## src/rtl/bank_freeze_ctrl.sv

```systemverilog
module bank_freeze_ctrl #(
  parameter int NB = 7,
  parameter int NF = 3,
  parameter int X = 2,
  parameter int LAT = 1,
  parameter int AUTO_READ = 0,
  localparam int BW = (NB > 1) ? $clog2(NB) : 1
) (
  input  logic          clk,
  input  logic          rst_n,
  input  logic          trig_i,
  input  logic          rd_req_i,
  input  logic          rd_ack_i,
  output logic [BW-1:0] wr_bank_o,
  output logic          stall_o,
  output logic          rd_valid_o,
  output logic [BW-1:0] rd_bank_o,
  output logic          eoe_o,
  output logic          busy_o,
  output logic          ovf_o
);
  localparam int CW = $clog2(NF + 1);
  localparam int IW = (X > 1) ? $clog2(X) : 1;

  function automatic logic [BW-1:0] wrap(input int v);
    return BW'(v % NB);
  endfunction

  logic [BW-1:0] wp_q, wp_d;
  logic [NB-1:0] mask_q [NF];
  logic [NB-1:0] mask_d [NF];
  logic [BW-1:0] head_q [NF];
  logic [BW-1:0] head_d [NF];
  logic [CW-1:0] cnt_q, cnt_d;
  logic          act_q;
  logic [IW-1:0] idx_q;
  logic          ovf_q;

  logic [NB-1:0] skip_w, win_mask, avoid;
  logic [BW-1:0] win_base;
  logic          push, pop, last_rd, begin_rd, free_any, free_eff;

  always_comb begin
    skip_w = '0;
    for (int i = 0; i < NF; i++)
      if (i < int'(cnt_q)) skip_w = skip_w | mask_q[i];
  end

  always_comb begin
    win_base = wrap(int'(wp_q) + 2 * NB - LAT - X + 1);
    win_mask = '0;
    for (int j = 0; j < X; j++) win_mask[wrap(int'(win_base) + j)] = 1'b1;
  end

  assign push     = trig_i && (cnt_q != CW'(NF));
  assign last_rd  = act_q && (idx_q == IW'(X - 1));
  assign pop      = last_rd && rd_ack_i;
  assign begin_rd = !act_q && (cnt_q != '0) && (rd_req_i || (AUTO_READ != 0));
  assign avoid    = skip_w | (push ? win_mask : '0);

  always_comb begin
    wp_d     = wp_q;
    free_any = 1'b0;
    free_eff = 1'b0;
    for (int k = 1; k < NB; k++) begin
      if (!skip_w[wrap(int'(wp_q) + k)]) free_any = 1'b1;
      if (!free_eff && !avoid[wrap(int'(wp_q) + k)]) begin
        wp_d     = wrap(int'(wp_q) + k);
        free_eff = 1'b1;
      end
    end
  end

  always_comb begin
    int slot;
    for (int i = 0; i < NF; i++) begin
      mask_d[i] = mask_q[i];
      head_d[i] = head_q[i];
    end
    if (pop) begin
      for (int i = 0; i < NF - 1; i++) begin
        mask_d[i] = mask_q[i+1];
        head_d[i] = head_q[i+1];
      end
      mask_d[NF-1] = '0;
      head_d[NF-1] = '0;
    end
    slot = int'(cnt_q) - (pop ? 1 : 0);
    if (push)
      for (int i = 0; i < NF; i++)
        if (i == slot) begin
          mask_d[i] = win_mask;
          head_d[i] = win_base;
        end
    cnt_d = CW'(int'(cnt_q) + (push ? 1 : 0) - (pop ? 1 : 0));
  end

  always_ff @(posedge clk) begin
    if (!rst_n) begin
      wp_q  <= '0;
      cnt_q <= '0;
      act_q <= 1'b0;
      idx_q <= '0;
      ovf_q <= 1'b0;
      for (int i = 0; i < NF; i++) begin
        mask_q[i] <= '0;
        head_q[i] <= '0;
      end
    end else begin
      wp_q  <= wp_d;
      cnt_q <= cnt_d;
      ovf_q <= ovf_q | (trig_i && !push);
      for (int i = 0; i < NF; i++) begin
        mask_q[i] <= mask_d[i];
        head_q[i] <= head_d[i];
      end
      if (act_q) begin
        if (rd_ack_i) begin
          if (last_rd) begin
            act_q <= 1'b0;
            idx_q <= '0;
          end else begin
            idx_q <= idx_q + 1'b1;
          end
        end
      end else if (begin_rd) begin
        act_q <= 1'b1;
        idx_q <= '0;
      end
    end
  end

  assign wr_bank_o  = wp_q;
  assign stall_o    = !free_any;
  assign rd_valid_o = act_q;
  assign rd_bank_o  = wrap(int'(head_q[0]) + int'(idx_q));
  assign eoe_o      = last_rd;
  assign busy_o     = (cnt_q == CW'(NF));
  assign ovf_o      = ovf_q;
endmodule

```

## config.mk

```make
export PLATFORM = sky130hd
export DESIGN_NAME = bank_freeze_ctrl
export DESIGN_NICKNAME = d
export VERILOG_FILES = /design/src/rtl/bank_freeze_ctrl.sv
export SDC_FILE = /design/constraint.sdc
export NUM_CORES = 1
export LEC_CHECK = 0
export CAP_MARGIN = 20
export CORE_UTILIZATION = 49
export CTS_BUF_LIST = sky130_fd_sc_hd__clkbuf_4 sky130_fd_sc_hd__clkbuf_8 sky130_fd_sc_hd__clkbuf_16
export DETAILED_ROUTE_END_ITERATION = 8
export DONT_BUFFER_PORTS = 1
export GPL_TIMING_DRIVEN = 0
export SETUP_SLACK_MARGIN = 0.2
export SYNTH_ARGS = -nofsm -noshare
export SYNTH_HDL_FRONTEND = slang
export SYNTH_SLANG_ARGS = --single-unit
```

## constraint.sdc

```tcl
create_clock -name clk -period 14.9 [get_ports clk]
set_clock_uncertainty 0.15 [all_clocks]
set_input_delay 2.98 -clock clk [delete_from_list [all_inputs] [get_ports clk]]
set_output_delay 2.98 -clock clk [all_outputs]
set_load 0.02 [all_outputs]
```

Yosys cells after proc, flatten, opt, wreduce, memory -nomap -nowiden

Memory sizes are Yosys's and may differ from the RTL's.
Index checks and enable logic that the tools add are counted.
W data, S select, Z words.

Add/subtract/negate cells: 16
Div/mod/pow operators: 10
Magnitude comparators: 13
Equal/unequal tests: 6
Muxes and demuxes: 77
Bitwise gates (word level): 11
Reduce and logical (&&, ||, !) cells: 29

Operator list:

| operator                | count |
|---|---|
| $mod A32 B4 Y32 const B | 9 |
| $mux W7                 | 10 |
| $mux W21                | 2 |
| $mux W1                 | 37 |
| $bmux W1 S3             | 12 |
| $mux W3                 | 12 |
| $eq A2 B32 Y1 const A   | 1 |
| $eq A3 B32 Y1 const A   | 1 |
| $logic_not A32 Y1       | 1 |
| $lt A3 B4 Y1 const B    | 8 |
| $mod A4 B4 Y32 const B  | 1 |
| $sub A3 B32 Y32         | 1 |
| $or A7 B7 Y7            | 4 |
| $mux W9                 | 2 |
| $logic_and A1 B1 Y1     | 13 |
| $add A3 B3 Y4 const B   | 3 |
| $logic_not A1 Y1        | 12 |
| $add A3 B1 Y4 const B   | 2 |
| $add A3 B2 Y4 const B   | 2 |
| $add A7 B2 Y8 const B   | 1 |
| $or A1 B1 Y1            | 7 |
| $sub A6 B3 Y7 const B   | 1 |
| $demux W1 S3            | 2 |
| $ge A3 B1 Y1 const B    | 2 |
| 13 further kinds        | 16 |

Register bits after elaboration: 8
Memory bits (writable): 30
Bits of input ports: 5
Output and inout bits: 11
Word-level logic and storage cells: 169
Memories kept: 2

Memories:

| memory | depth | bits a word | read ports | clocked after Yosys merged registers in | write ports | line | RTL |
|---|---|---|---|---|---|---|---|
| mask_q | 3     | 7           | 3          | 0                                       | 3           | 30   | `logic [NB-1:0] mask_q [NF];` |
| head_q | 3     | 3           | 3          | 0                                       | 3           | 32   | `logic [BW-1:0] head_q [NF];` |

Longest topological paths before layout

Gate-level depths: netlist of run 1.

Depth in word-level cells: 31
Mapped depth: 50
Gate-level depth less buffers: 44

Worst setup path before layout of run 1

OpenSTA, ideal clock, no wires.

Path kind: reg2reg
From: reg wp_q[0] (netlist: wr_bank_o[0])
To: reg wp_q[2] (netlist: wr_bank_o[2])
Setup time: 0.137 ns
Data arrival time: 10.806 ns
Data required time: 14.613 ns
Path slack: 3.807 ns
Cell stages (with the launch flop): 48
Buffers on the path: 5
Clock period less this slack: 11.093 ns
Cell sequence: dfxtp_1 clkbuf_1 clkinv_1 buf_1 ha_1 clkbuf_1 clkinv_1 clkbuf_1 ha_1 nand2b_2 a22oi_1 o31ai_1 a221oi_1 a31oi_1 ha_1 nor3_1 a221o_1 a221o_1 [12 not listed] inv_1 ha_1 inv_1 ha_1 ha_1 nand2b_1 nand2_1 nor2_1 nor2_1 mux2_2 nand3_1 a211oi_1 mux2i_1 and2_1 mux4_2 a22o_1 nor4_1 a221oi_1

Longest elaborated chain between the ends: 31
Elaborated cells on any way between the ends: 71
Classes of those cells: add/sub (11); div (9); order compare (4); eq/ne (1); mux (28); bitwise (2); reduce/logical (16)

RTL lines:

| element                                                            | line | RTL |
|---|---|---|
| start: declaration                                                 | 29   | `logic [BW-1:0] wp_q, wp_d;` |
| start signal: assignment                                           | 110  | `wp_q <= wp_d;` |
| $add A3 B4 Y5                                                      | 50   | `win_base = wrap(int'(wp_q) + 2 * NB - LAT - X + 1);` |
| $sub A5 B1 Y6                                                      | 50   |  |
| $sub A6 B3 Y7                                                      | 50   |  |
| $add A7 B2 Y8                                                      | 50   |  |
| $mod A32 B4 Y32                                                    | 26   | `return BW'(v % NB);` |
| $add A3 B1 Y4                                                      | 52   | `for (int j = 0; j < X; j++) win_mask[wrap(int'(win_base) + j)] = 1'b1;` |
| $mod A32 B4 Y32                                                    | 26   |  |
| $lt A3 B4 Y1 (not written as such) or $ge A3 B1 Y1 (tied branches) | 52   |  |
| [15 not listed]                                                    | --   |  |
| $logic_and A1 B1 Y1                                                | 67   | `if (!free_eff && !avoid[wrap(int'(wp_q) + k)]) begin` |
| $mux W1                                                            | 67   |  |
| $logic_not A1 Y1                                                   | 67   |  |
| $logic_and A1 B1 Y1                                                | 67   |  |
| $mux W1                                                            | 67   |  |
| $logic_not A1 Y1                                                   | 67   |  |
| $logic_and A1 B1 Y1                                                | 67   |  |
| $ne A6 B1 Y1 (no source line) or $mux W3 (tied branches)           | --   |  |

Several ways; a longest one is shown, not always the timed one. The select of a mux whose other input is x is not followed.
A chain may end at the register's enable or synchronous reset.

Final worst setup path of run 1

Ends and elaborated chain as after synthesis.

==> results of run 1 <==
## path summary, 6_finish.rpt
check                  end  slack [ns]          start
min reg2reg  mask_q[0][14]        0.35  mask_q[0][14]
max reg2reg   wr_bank_o[2]        1.01   wr_bank_o[0]
max           wr_bank_o[2]        1.01   wr_bank_o[0]
min          mask_q[0][14]        0.35  mask_q[0][14]
## cell type report
class / instances / area [µm²] / share of cell area [%]
clock buffer: 6 / 82.6 / 1.41
tap: 140 / 175 / 2.98
multi-input combinational: 619 / 4500 / 76.7
inverter: 34 / 128 / 2.17
sequential: 38 / 762 / 13.0
clock inverter: 2 / 60.1 / 1.02
timing repair buffer: 2 / 12.5 / 0.213
buffer: 35 / 150 / 2.56
## per-layer routing
metal | global-route usage (%) | up-vias
met5 | 0 | -
met4 | 13.0 | 0
met3 | 4.04 | 45
met2 | 51.4 | 280
met1 | 37.6 | 2827
li1 | - | 2781
## layout by cell type, fill, tap and decap left out, types with 7 or more instances in the layout
cell type  synthesis  layout
and3_1             7       7
inv_1             29      29
ha_1              42      42
and2_1            14      14
nor2_1            59      59
o211a_1           18      18
dfxtp_1           38      37
xnor2_1           30      30
a21o_1             8       8
nor2b_1           14      14
or2_2              9       9
clkbuf_1          25      25
o211ai_1          16      16
a22oi_1           14      14
nor3_1            15      15
nand3_1           27      27
mux4_2             8       8
nand2_1           61      61
mux2i_1           34      34
a311oi_1          10      10
nand2b_1           8       8
a31oi_1           12      12
o21ai_0           44      43
a21oi_1           42      41
a221oi_1          11      11
## flip-flops by register name, indices dropped and copies added, names as in the netlist
| signal | flops |
|---|---|
| cnt_q | 2 |
| head_q | 9 |
| idx_q | 1 |
| mask_q | 21 |
| ovf_o | 1 |
| rd_valid_o | 1 |
| wr_bank_o | 3 |
## stage by stage
stage | instances | util [%] | worst slack, ns | hold WS (ns) | area [µm²]
after floorplan | 726 | - | 3.81 | 0.303 | 5520
after global placement | 866 | 52.3 | 0.605 | 0.320 | 5700
after detailed placement | 867 | 52.4 | 0.544 | 0.335 | 5700
after CTS | 875 | 53.7 | 0.401 | 0.347 | 5850
after global routing | 876 | 53.9 | 0.232 | 0.382 | 5870
final | 876 | 53.9 | 1.01 | 0.348 | 5870
## worst reg2reg max path: cells and delay by family, from the launching register on
family,cells,cell delay [ns]
AO/OA/AOI/OAI,17,4.63
XOR/XNOR,2,0.42
adder cells (fa/ha/maj),8,2.37
buffers and inverters,10,2.91
flip-flops,1,0.56
multiplexers,2,0.66
AND/OR/NAND/NOR,8,2.06
## kinds of logic after synthesis
group,after synthesis
xor+xnor,37
mux,51
compound gates,249
simple gates,240
flops,38
buf+inv,69
fa+ha+maj,42
==> impl_metrics.ini, run 1 <==
[drt]
met1_length_um = 7410
viasPerCell = 6.77
initialDrtViolationCount = 537
routedWlPerCell_um = 19.9
ant_nets = 0
top_layer = met4
wl_met3_um = 1320
drtPass1Iterations = 5
drc_errors = 0
routed_wl_um = 17500
vias = 5933
wl_met2_um = 8170

[clock_tree]
cts_root_buf = clkbuf_8
clockBufferDepth = 2
cts_tree = done
cts_hold_buffers = 0
insertion_delay_ns = 0.29
cts_resized = 0
numCtsBuffers = 5
htree_levels = 2
clock_sinks = 38
clk_pin_slew_ns = 0.09
post_cts_buffers = 0

[logic_synthesis]
syn_avg_cell_area_um2 = 7.61
synth-xor-area-share_pct = 6.36
async_flop_share_pct = 0
yosysWarnings = 0
ys_seq_elements = 38
synth_edf_count = 0
synthesis.nets = 773
seq_area_frac_synth_pct = 13.8
synth_simple_gate_area_share_pct = 21.5
yosys-top-cells-count = nand2_1 (61), nor2_1 (59), o21ai_0 (44)
syn_area_mm2 = 0.00552
synth_compound_area_share_pct = 32.3
yosysTopAreaCell = dfxtp_1
yosys.area.top_type_share_pct = 13.8
synth_top_family_by_area = compound AO/OA/AOI/OAI gates
synth.area.mux_share_pct = 11.6
ys_types = 80
synthAdderAreaFrac_pct = 9.51
synth_top_flop_cell = dfxtp_1
netlist_instances = 726
synth.most_common_cell = nand2_1
synth.area.top_cells = dfxtp_1 (14%), ha_1 (9.5%), mux2i_1 (6.2%), xnor2_1 (4.8%), nand2_1 (4.1%)

[grt]
grt_first_pass_wirelength_um = 27600
grt_usage_pct = 30.1
grt_pass1_vias = 5561
grt_antenna_before_repair = 0
gr-total-overflow = 0
grt_max_degree = 14

[finish]
area_growth_pct = 6.30
n_fill_cell = 1069
final_layout_size_suffix_gt1_share_pct = 7.88
antenna_cells = 0
layout.nets = 782

[min_path]
hold_depth = 2
hold_class = register to register

[critical_path]
endpoint_kind = register
worstPathRequired_ns = 14.94
crit_family = compound AO/OA/AOI/OAI gates
cpPeakStageDelay_ns = 0.56
path_depth = 47
cp_slowest_cell = dfxtp_2
cp_num_buf_inv = 10
crit_arrival_ns = 13.94
cp-start-kind = register
reg2regPathDepth = 47
critical_path.max_fanout = 13
worstSetupPathType = register to register
crit_path_frequent_cell = ha_1

[sta]
relSlewSlack_pct = 34.5
fin_crit_sh_pct = 93.2
fin_setup_tns_ns = 0
finalSetupViolCount = 0
period_needed_ns = 13.89
worstMarginPinSlew_ns = 0.979
slew_viol_final = 0
final-hold-violation-count = 0
fmax_mhz = 72.0
rsz0062_at_grt = false

[floorplan]
die_h_um = 108
io_pins = 16
die_w_um = 108
start_util_pct = 50.7
rows = 38
dieArea_mm2 = 0.0117
coreArea_mm2 = 0.0109

[status]
status = finished clean

[run]
maxCapViolCount = 0

[place]
hpwl_um = 13000
gp_congestion = 0.953
port_buffers = 0
Power of run 1 is left out: the tool's default activity adds up to more than one toggle a clock period on the data nets, which glitch-free logic cannot reach.
==> run 2, diff against run 1 <==
- clock period: 14.9 -> 17.7 ns (I/O delays scaled with it)
==> impl_metrics.ini, run 2 (synthesis gave the netlist of run 1 again) <==
[clock_tree]
clk_pin_slew_ns = 0.09
insertion_delay_ns = 0.30
cts_hold_buffers = 0
numCtsBuffers = 5
cts_tree = done
htree_levels = 2
clockBufferDepth = 2
cts_root_buf = clkbuf_8
clock_sinks = 38
post_cts_buffers = 0
cts_resized = 0

[sta]
period_needed_ns = 14.62
rsz0062_at_grt = false
fin_setup_tns_ns = 0
finalSetupViolCount = 0
fin_crit_sh_pct = 82.6
slew_viol_final = 0
relSlewSlack_pct = 34.3
final-hold-violation-count = 0
fmax_mhz = 68.4
worstMarginPinSlew_ns = 0.982

[drt]
drc_errors = 0
vias = 5964
initialDrtViolationCount = 579
ant_nets = 0
routed_wl_um = 17500
viasPerCell = 6.81
routedWlPerCell_um = 20.0
drtPass1Iterations = 6

[status]
status = finished clean

[critical_path]
cp_num_buf_inv = 10
cpPeakStageDelay_ns = 0.76
path_depth = 44
endpoint_kind = register
crit_path_frequent_cell = ha_1
cp_slowest_cell = dfxtp_1
crit_family = compound AO/OA/AOI/OAI gates
critical_path.max_fanout = 13
crit_arrival_ns = 14.63
cp-start-kind = register
worstPathRequired_ns = 17.71
worstSetupPathType = register to register
reg2regPathDepth = 44

[min_path]
hold_class = register to register
hold_depth = 2

[place]
hpwl_um = 13000
gp_congestion = 0.953
port_buffers = 0

[finish]
final_cell_mix = nand2_1 (61), nor2_1 (59), o21ai_0 (44)
antenna_cells = 0
area_growth_pct = 5.98
final_layout_size_suffix_gt1_share_pct = 7.20
layout.nets = 782
final_common_cell = nand2_1
regMostFlops = mask_q
final_util_pct = 53.8
largest_reg_flops = 21

[grt]
grt_first_pass_wirelength_um = 27600
grt_antenna_before_repair = 0
grt_pass1_vias = 5561
grt_usage_pct = 30.1
grt_max_degree = 14
gr-total-overflow = 0

[run]
maxCapViolCount = 0

[floorplan]
start_util_pct = 50.7
coreArea_mm2 = 0.0109
dieArea_mm2 = 0.0117
rows = 38
die_h_um = 108
io_pins = 16
die_w_um = 108
-- run 2: routing by layer --
layer	wire, µm	vias up	track usage, %
li1	-	2788	-
met2	8230	296	51.4
met1	7420	2832	37.6
met4	571	0	13.0
met5	0	-	0
met3	1290	48	4.04
-- run 2: area by class of cell --
class / count / area [µm²]
Inverter: 34 / 128
Tap cell: 140 / 175
Fill cell: 1069 / 5030
Clock inverter: 2 / 60.1
Multi-Input combinational cell: 619 / 4490
Sequential cell: 38 / 761
Clock buffer: 6 / 82.6
Buffer: 35 / 149
Timing Repair Buffer: 2 / 12.5
-- run 2: worst register-to-register path: cells and delay by family, from the launching register on --
kind | cells | cell delay (ns)
AOI/OAI and AO/OA | 13 | 4.07
buffers and inverters | 10 | 3.02
adders and majority gates | 8 | 2.52
and+or+nand+nor | 7 | 2.26
muxes | 4 | 1.18
DFF | 1 | 0.76
xor gates and xnor gates | 2 | 0.52
-- run 2: final timing paths --
kind | startpoint | endpoint | slack, ns
max | wr_bank_o[0] | wr_bank_o[2] | 3.08
min | mask_q[0][14] | mask_q[0][14] | 0.35
max reg2reg | wr_bank_o[0] | wr_bank_o[2] | 3.08
min reg2reg | mask_q[0][14] | mask_q[0][14] | 0.35
-- run 2: stage by stage --
step | hold slack (ns) | cells | cell area, µm² | setup slack [ns]
2_1_floorplan | 0.303 | 726 | 5520 | 6.61
3_3_place_gp | 0.320 | 866 | 5700 | 3.40
3_5_place_dp | 0.335 | 867 | 5700 | 3.34
4_1_cts | 0.347 | 875 | 5850 | 3.20
5_1_grt | 0.382 | 876 | 5850 | 2.14
6_report | 0.347 | 876 | 5850 | 3.08
Power of run 2 is left out for the same reason.
==> run 3, diff against run 2 <==
- clock period: 17.7 -> 14.01 ns (I/O delays scaled with it)
==> impl_metrics.ini, run 3 (synthesis gave the netlist of run 1 again) <==
[min_path]
hold_start = mask_q[0][14]
hold_class = register to register

[critical_path]
cp_num_buf_inv = 11
cp-start-kind = register
cpPeakStageDelay_ns = 0.56
endpoint_kind = register
crit_family = compound AO/OA/AOI/OAI gates
r2r_setup_slack_ns = 0.91
critPathLaunch = wr_bank_o[0]
worstSetupPathType = register to register
crit_path_frequent_cell = ha_1
reg2reg_from = wr_bank_o[0]
crit_arrival_ns = 13.15
worstPathRequired_ns = 14.06
cp_slowest_cell = dfxtp_2
critical_path.max_fanout = 13

[grt]
grt_use_met3_pct = 4.10
grt_pass1_vias = 5560
top_usage_layer = met2
grt_antenna_before_repair = 0
grt_first_pass_wirelength_um = 27600
met2_usage_pct = 51.8
grtUsageMet1_pct = 37.5
grt_usage_pct = 30.1
grt_max_degree = 14
gr-total-overflow = 0

[sta]
relSlewSlack_pct = 29.8
fin_crit_sh_pct = 93.5
rsz0062_at_grt = false
slew_viol_final = 0
fin_setup_tns_ns = 0
fmax_mhz = 76.4
finalSetupViolCount = 0
final.setup.worst_slack_ns = 0.914
period_needed_ns = 13.10
worstMarginPinSlew_ns = 1.04
final-hold-violation-count = 0

[clock_tree]
cts_tree = done
htree_levels = 2
insertion_delay_ns = 0.30
numCtsBuffers = 5
clockBufferDepth = 2
clk_pin_slew_ns = 0.09
clock_sinks = 38
cts_root_buf = clkbuf_8

[place]
pre_cts_slack_ns = -0.346
port_buffers = 0
dpl-instance-area_mm2 = 0.00570
gp_congestion = 0.953
hpwl_um = 13000
placedCellCount = 867

[finish]
final_layout_size_suffix_gt1_share_pct = 8.97
largest_reg_flops = 21
fin_cells = 876
final_common_cell = nand2_1
layout.nets = 782
n_fill_cell = 1070
final_cell_mix = nand2_1 (61), nor2_1 (58), o21ai_0 (43)
regMostFlops = mask_q
area_growth_pct = 7.00
antenna_cells = 0
finalInstanceArea_mm2 = 0.00591

[drt]
routed_wl_um = 17600
drc_errors = 0
initialDrtViolationCount = 560
routedWlPerCell_um = 20.1
drtPass1Iterations = 6
vias = 5948
ant_nets = 0
viasPerCell = 6.79

[floorplan]
coreArea_mm2 = 0.0109
rows = 38
die_w_um = 108
die_h_um = 108
start_util_pct = 50.7
io_pins = 16
dieArea_mm2 = 0.0117

[status]
status = finished clean

[run]
maxCapViolCount = 0
## run 3: cell types whose count changed in the layout (fill, tap and decap cells not counted), sizes merged
cell / change
clkinvlp: +1
buf: -1
clkbuf: +1
clkinv: -1
## run 3: worst paths after layout
check,to,cells past startpoint
max,wr_bank_o[0],48
min reg2reg,mask_q[0][14],2
max reg2reg,wr_bank_o[0],48
min,mask_q[0][14],2
## run 3: metal layers
metal | wire [µm] | up-vias
met5 | 0 | -
met4 | 601 | 0
met3 | 1270 | 51
met2 | 8180 | 300
met1 | 7520 | 2814
li1 | - | 2783
## run 3: what timing repair did
| item | 4_1_cts | 5_1_grt |
|---|---|---|
| setup buffers | 0 | 0 |
| hold endpoints to repair | 0 | 0 |
| gates resized for setup | 6 | 12 |
| endpoints found under the setup margin | 3 | 3 |
| hold buffers | 0 | 0 |
## run 3: cell type report
class                           instances  area, µm²  share of cell area, %
Tap cell                              140        175                   2.96
Timing Repair Buffer                    2       12.5                  0.212
Inverter                               34        131                   2.22
Buffer                                 35        153                   2.58
Sequential cell                        38        762                   12.9
Clock inverter                          2       60.1                   1.02
Clock buffer                            6       82.6                   1.40
Multi-Input combinational cell        619       4530                   76.7
## run 3: worst reg2reg max path: cells and delay by family (launching register included)
family,cells,cell delay (ns)
AND/OR/NAND/NOR,11,2.33
XOR/XNOR,1,0.26
buffers and inverters,11,2.77
adder cells (fa/ha/maj),8,2.35
flip-flops,1,0.56
multiplexers,5,1.55
AO/OA/AOI/OAI,12,3.02
## run 3: per-stage QoR
step                util [%]  hold WS (ns)
global route            54.3         0.382
floorplan                  -         0.303
detailed placement      52.4         0.335
finish                  54.3         0.348
global placement        52.3         0.320
CTS                     53.9         0.347
Power of run 3 is left out for the same reason.
